==> config.mk <==
export PLATFORM = sky130hd
export DESIGN_NAME = zn_alu
export DESIGN_NICKNAME = d
export VERILOG_FILES = /design/src/rtl/zn_alu_pkg.sv /design/src/rtl/zn_operand_cond.sv /design/src/rtl/zn_ripple_adder.sv /design/src/rtl/zn_func_out.sv /design/src/rtl/zn_flags.sv /design/src/rtl/zn_alu.sv
export SDC_FILE = /design/constraint.sdc
export NUM_CORES = 1
export LEC_CHECK = 0
export CELL_PAD_IN_SITES_DETAIL_PLACEMENT = 0
export CELL_PAD_IN_SITES_GLOBAL_PLACEMENT = 1
export CORE_ASPECT_RATIO = 2
export CORE_UTILIZATION = 36
export DETAILED_ROUTE_END_ITERATION = 12
export PLACE_DENSITY_LB_ADDON = 0.12
export SLEW_MARGIN = 5
export SYNTH_ARGS = -nofsm -noshare
export SYNTH_HDL_FRONTEND = slang
export SYNTH_HIERARCHICAL = 1
export SYNTH_SLANG_ARGS = --single-unit
==> constraint.sdc <==
create_clock -name vclk -period 9.8
set_input_delay 1.47 -clock vclk [all_inputs]
set_output_delay 1.47 -clock vclk [all_outputs]
set_load 0.005 [all_outputs]
==> src/rtl/zn_alu_pkg.sv <==
package zn_alu_pkg;

    typedef struct packed {
        logic zero;
        logic inv;
    } cond_t;

    typedef struct packed {
        cond_t x;
        cond_t y;
        logic  fn_add;
        logic  out_inv;
        logic  cin;
    } alu_ctrl_t;

    typedef struct packed {
        logic s;
        logic c;
    } fa_t;

    function automatic fa_t full_add(input logic a, input logic b, input logic ci);
        fa_t r;
        r.s = a ^ b ^ ci;
        r.c = (a & b) | (ci & (a ^ b));
        return r;
    endfunction

    function automatic logic cond_bit(input logic d, input cond_t c);
        return (d & ~c.zero) ^ c.inv;
    endfunction

endpackage

==> src/rtl/zn_operand_cond.sv <==
module zn_operand_cond
    import zn_alu_pkg::*;
#(
    parameter int WIDTH = 16
) (
    input  logic [WIDTH-1:0] d,
    input  cond_t            ctl,
    output logic [WIDTH-1:0] q
);

    genvar i;
    generate
        for (i = 0; i < WIDTH; i++) begin : g_bit
            assign q[i] = cond_bit(d[i], ctl);
        end
    endgenerate

    always_comb begin

        zero_first_chk: assert (!(ctl.zero && !ctl.inv) || q == '0);

        zero_inv_ones_chk: assert (!(ctl.zero && ctl.inv) || q == {WIDTH{1'b1}});

        pass_chk: assert (ctl.zero || ctl.inv || q == d);
    end

endmodule

==> src/rtl/zn_ripple_adder.sv <==
module zn_ripple_adder
    import zn_alu_pkg::*;
#(
    parameter int WIDTH = 16
) (
    input  logic [WIDTH-1:0] a,
    input  logic [WIDTH-1:0] b,
    input  logic             cin,
    output logic [WIDTH-1:0] sum
);

    localparam int CW = WIDTH + 1;

    logic [WIDTH:0] carry;
    fa_t  [WIDTH-1:0] stage;

    assign carry[0] = cin;

    genvar i;
    generate
        for (i = 0; i < WIDTH; i++) begin : g_fa
            assign stage[i]    = full_add(a[i], b[i], carry[i]);
            assign sum[i]      = stage[i].s;
            assign carry[i+1]  = stage[i].c;
        end
    endgenerate

    always_comb begin

        ripple_sum_chk: assert ({carry[WIDTH], sum} ==
                                (CW'(a) + CW'(b) + CW'(cin)));
    end

endmodule

==> src/rtl/zn_func_out.sv <==
module zn_func_out #(
    parameter int WIDTH = 16
) (
    input  logic [WIDTH-1:0] xa,
    input  logic [WIDTH-1:0] yb,
    input  logic [WIDTH-1:0] sum,
    input  logic             fn_add,
    input  logic             out_inv,
    output logic [WIDTH-1:0] y
);

    logic [WIDTH-1:0] and_v;
    logic [WIDTH-1:0] pick;

    genvar i;
    generate
        for (i = 0; i < WIDTH; i++) begin : g_bit
            assign and_v[i] = xa[i] & yb[i];
            assign pick[i]  = fn_add ? sum[i] : and_v[i];
            assign y[i]     = pick[i] ^ out_inv;
        end
    endgenerate

endmodule

==> src/rtl/zn_flags.sv <==
module zn_flags #(
    parameter int WIDTH = 16
) (
    input  logic [WIDTH-1:0] v,
    output logic             zero,
    output logic             neg
);

    assign zero = ~|v;
    assign neg  = v[WIDTH-1];

endmodule

==> src/rtl/zn_alu.sv <==
module zn_alu
    import zn_alu_pkg::*;
#(
    parameter int WIDTH = 16
) (
    input  logic [WIDTH-1:0] x_in,
    input  logic [WIDTH-1:0] y_in,
    input  logic             x_zero,
    input  logic             x_inv,
    input  logic             y_zero,
    input  logic             y_inv,
    input  logic             fn_add,
    input  logic             out_inv,
    input  logic             carry_in,
    output logic [WIDTH-1:0] result,
    output logic             is_zero,
    output logic             is_neg
);

    alu_ctrl_t        ctl;
    logic [WIDTH-1:0] xc;
    logic [WIDTH-1:0] yc;
    logic [WIDTH-1:0] sum;

    assign ctl = '{x: '{zero: x_zero, inv: x_inv},
                   y: '{zero: y_zero, inv: y_inv},
                   fn_add: fn_add, out_inv: out_inv, cin: carry_in};

    zn_operand_cond #(.WIDTH(WIDTH)) u_cond_x (.d(x_in), .ctl(ctl.x), .q(xc));
    zn_operand_cond #(.WIDTH(WIDTH)) u_cond_y (.d(y_in), .ctl(ctl.y), .q(yc));

    zn_ripple_adder #(.WIDTH(WIDTH)) u_add (
        .a(xc), .b(yc), .cin(ctl.cin), .sum(sum)
    );

    zn_func_out #(.WIDTH(WIDTH)) u_out (
        .xa(xc), .yb(yc), .sum(sum),
        .fn_add(ctl.fn_add), .out_inv(ctl.out_inv), .y(result)
    );

    zn_flags #(.WIDTH(WIDTH)) u_flags (.v(result), .zero(is_zero), .neg(is_neg));

    always_comb begin

        flag_excl_chk: assert ($onehot0({is_zero, is_neg}));

        zero_flag_chk: assert (!is_zero || result == '0);

        and_path_chk: assert (fn_add || ((result ^ {WIDTH{out_inv}}) == (xc & yc)));

        add_path_chk: assert (!fn_add || ((result ^ {WIDTH{out_inv}}) == sum));
    end

endmodule

==> results.json <==
{
  "result_of_the_run": "completed",
  "layout_min_cycle_time_ns": 9.60,
  "timing.final.setup_violations": 0,
  "maxCapViolations": 0,
  "gpl.final_weighted_congestion": 0.784,
  "grt_start_max_net_pins": 65,
  "hp_start": "x_inv",
  "cp_num_buf_inv": 4,
  "antenna_violating_nets_post_route": 0,
  "initial_core_utilization": 0.375,
  "gate_count_of_the_mapped_netlist": 189,
  "mappedNetlistNets": 243,
  "total_gr_overflow": 0,
  "fin_hold_ws_ns": 3.78,
  "most_used_cells_in_the_layout_excluding_fill_and_tap_cells": "clkdlybuf4s50_1 (44), nand2b_4 (20), xnor2_2 (20)",
  "cpLargestDelayFamily": "adder cells",
  "die_h_um": 108,
  "worst_setup_path_end_kind": "primary output",
  "worst_hold_path.endpoint": "result[15]",
  "layout_worst_path_cycle_share": 0.980,
  "fin_ws_ns": 0.198,
  "crit_path_start_kind": "input pin",
  "placement.setup.worst_slack_ns": -1.29,
  "ios": 57,
  "critical-path-top-cell-by-count": "fa_2",
  "grt_util_all_layers": 0.182,
  "critical_path.slowest_cell": "fa_2",
  "vias_per_cell": 5.18,
  "dp_hpwl_um": 3970,
  "hold_path_class": "in2out",
  "synth_sequential_area_ratio": 0,
  "cp_max_fo": 2,
  "worst_slew_pin_slew_ns": 0.485,
  "routed_wl_um": 5080,
  "std_cell_rows": 38,
  "first_pass_iters": 4,
  "wl_per_cell_um": 16.5,
  "mappedNetlistArea_um2": 2030,
  "p_leak_nw": 1.18,
  "seq_cell_count": 0,
  "nets": 304,
  "ant_diodes": 0,
  "drive_gt1_frac": 0.464,
  "critPathArrivalTime_ns": 8.13,
  "placement_stage_cell_area_um2": 2610,
  "whs_path_depth": 6,
  "antenna_found_initial": 0,
  "seqCellArea_um2": 0,
  "critical-path-max-stage-delay_ns": 0.36,
  "max_slew_violation_count": 0,
  "design_area_um2": 2730,
  "finalHoldViolations": 0,
  "avgSynthCellArea_um2": 10.8,
  "slew-limit-headroom": 0.674,
  "post-route-drc-count": 0,
  "place.port_buffers": 57,
  "clock_buffer_count": 0,
  "vias": 1596,
  "drt_iter0_markers": 35,
  "synth.distinct_cells": 21,
  "chipWidth_um": 55.2,
  "area_growth_pct": 34.3,
  "worst_ep_required_time_ns": 8.33,
  "first_global_vias": 1697,
  "path_class": "in2out",
  "grt_pass1_wl_um": 8030,
  "peakVddDrop_mv": 0.0421,
  "layout_commonest_cell": "clkdlybuf4s50_1",
  "timing.fmax_ghz": 0.104,
  "dieArea_um2": 5970,
  "fp.coreArea_um2": 5420,
  "power.density_nw_per_um2": 81.2,
  "total_power_draw_w": 0.000222,
  "rsz0062_at_grt": "yes",
  "synth-warning-count": 6
}
[tightest hold or removal path: stages]
cell and delay [ns]:
buf_2 0.17, xnor2_1 0.21, nand3b_1 0.13, a211oi_2 0.09
buf_4 0.14, buf_6 0.10
[worst max path at each step]
stage	from	to	slack [ns]	depth (start not counted)
3_5_place_dp	x_zero	is_zero	-1.29	26
6_report	x_zero	is_zero	0.20	26
4_1_cts	x_zero	is_zero	-0.33	27
2_1_floorplan	x_inv	is_zero	0.007	25
3_3_place_gp	x_inv	is_zero	-1.19	25
5_1_grt	x_zero	is_zero	-0.01	26
[area by class of cell]
cell class / count / area [um2]
multi-input cells: 165 / 1920
inverters: 5 / 18.8
fillers: 542 / 2690
repair buffers: 78 / 718
well taps: 60 / 75.1
[metrics by stage]
stage	TNS, ns	utilization	cells
floorplan	0	-	189
global placement	-4.90	0.481	304
detailed placement	-5.16	0.481	304
CTS	-0.539	0.500	307
global route	-0.0105	0.504	308
finish	0	0.504	308
[routing by layer]
layer | global-route usage | vias up | wire length (um)
met5 | 0 | - | 0
met4 | 0.0214 | 0 | 34
met3 | 0.00563 | 2 | 112
met2 | 0.361 | 39 | 2970
met1 | 0.204 | 766 | 1960
li1 | - | 789 | -
[cell usage after synthesis, drive strengths merged]
cell type / instances / area, um2
nand2b: 32 / 350
xnor2: 32 / 430
buf: 18 / 203
a211oi: 16 / 200
a21oi: 16 / 80.1
and3: 16 / 105
and4b: 16 / 165
nand3b: 16 / 120
fa: 15 / 300
inv: 5 / 18.8
nor4: 4 / 25.0
and4: 1 / 8.76
clkbuf: 1 / 3.75
xor3: 1 / 23.8
[repair_timing]
| item | 4_1_cts | 5_1_grt |
|---|---|---|
| cloned | 0 | 0 |
| gates resized for setup | 70 | 5 |
| hold buffers | 0 | 0 |
| setup endpoints to repair | 6 | 6 |
| pin swaps | 21 | 23 |
| buffers inserted | 3 | 2 |
[cells by family (layout without fill, tap and decap cells)]
family / Yosys count / after routing / share of synthesized area
buffers and inverters: 24 / 83 / 0.111
AND/OR/NAND/NOR: 85 / 85 / 0.381
AO/OA/AOI/OAI: 32 / 32 / 0.138
adder cells (fa/ha/maj): 15 / 15 / 0.148
XOR/XNOR: 33 / 33 / 0.223
[report_power, final]
group	total [W]	internal [W]	switching [W]
Sequential	0	0	0
Clock	0	0	0
Combinational	0.000222	0.000126	0.0000957
Total	0.000222	0.000126	0.0000957
Power figures use the tool's default switching activity.
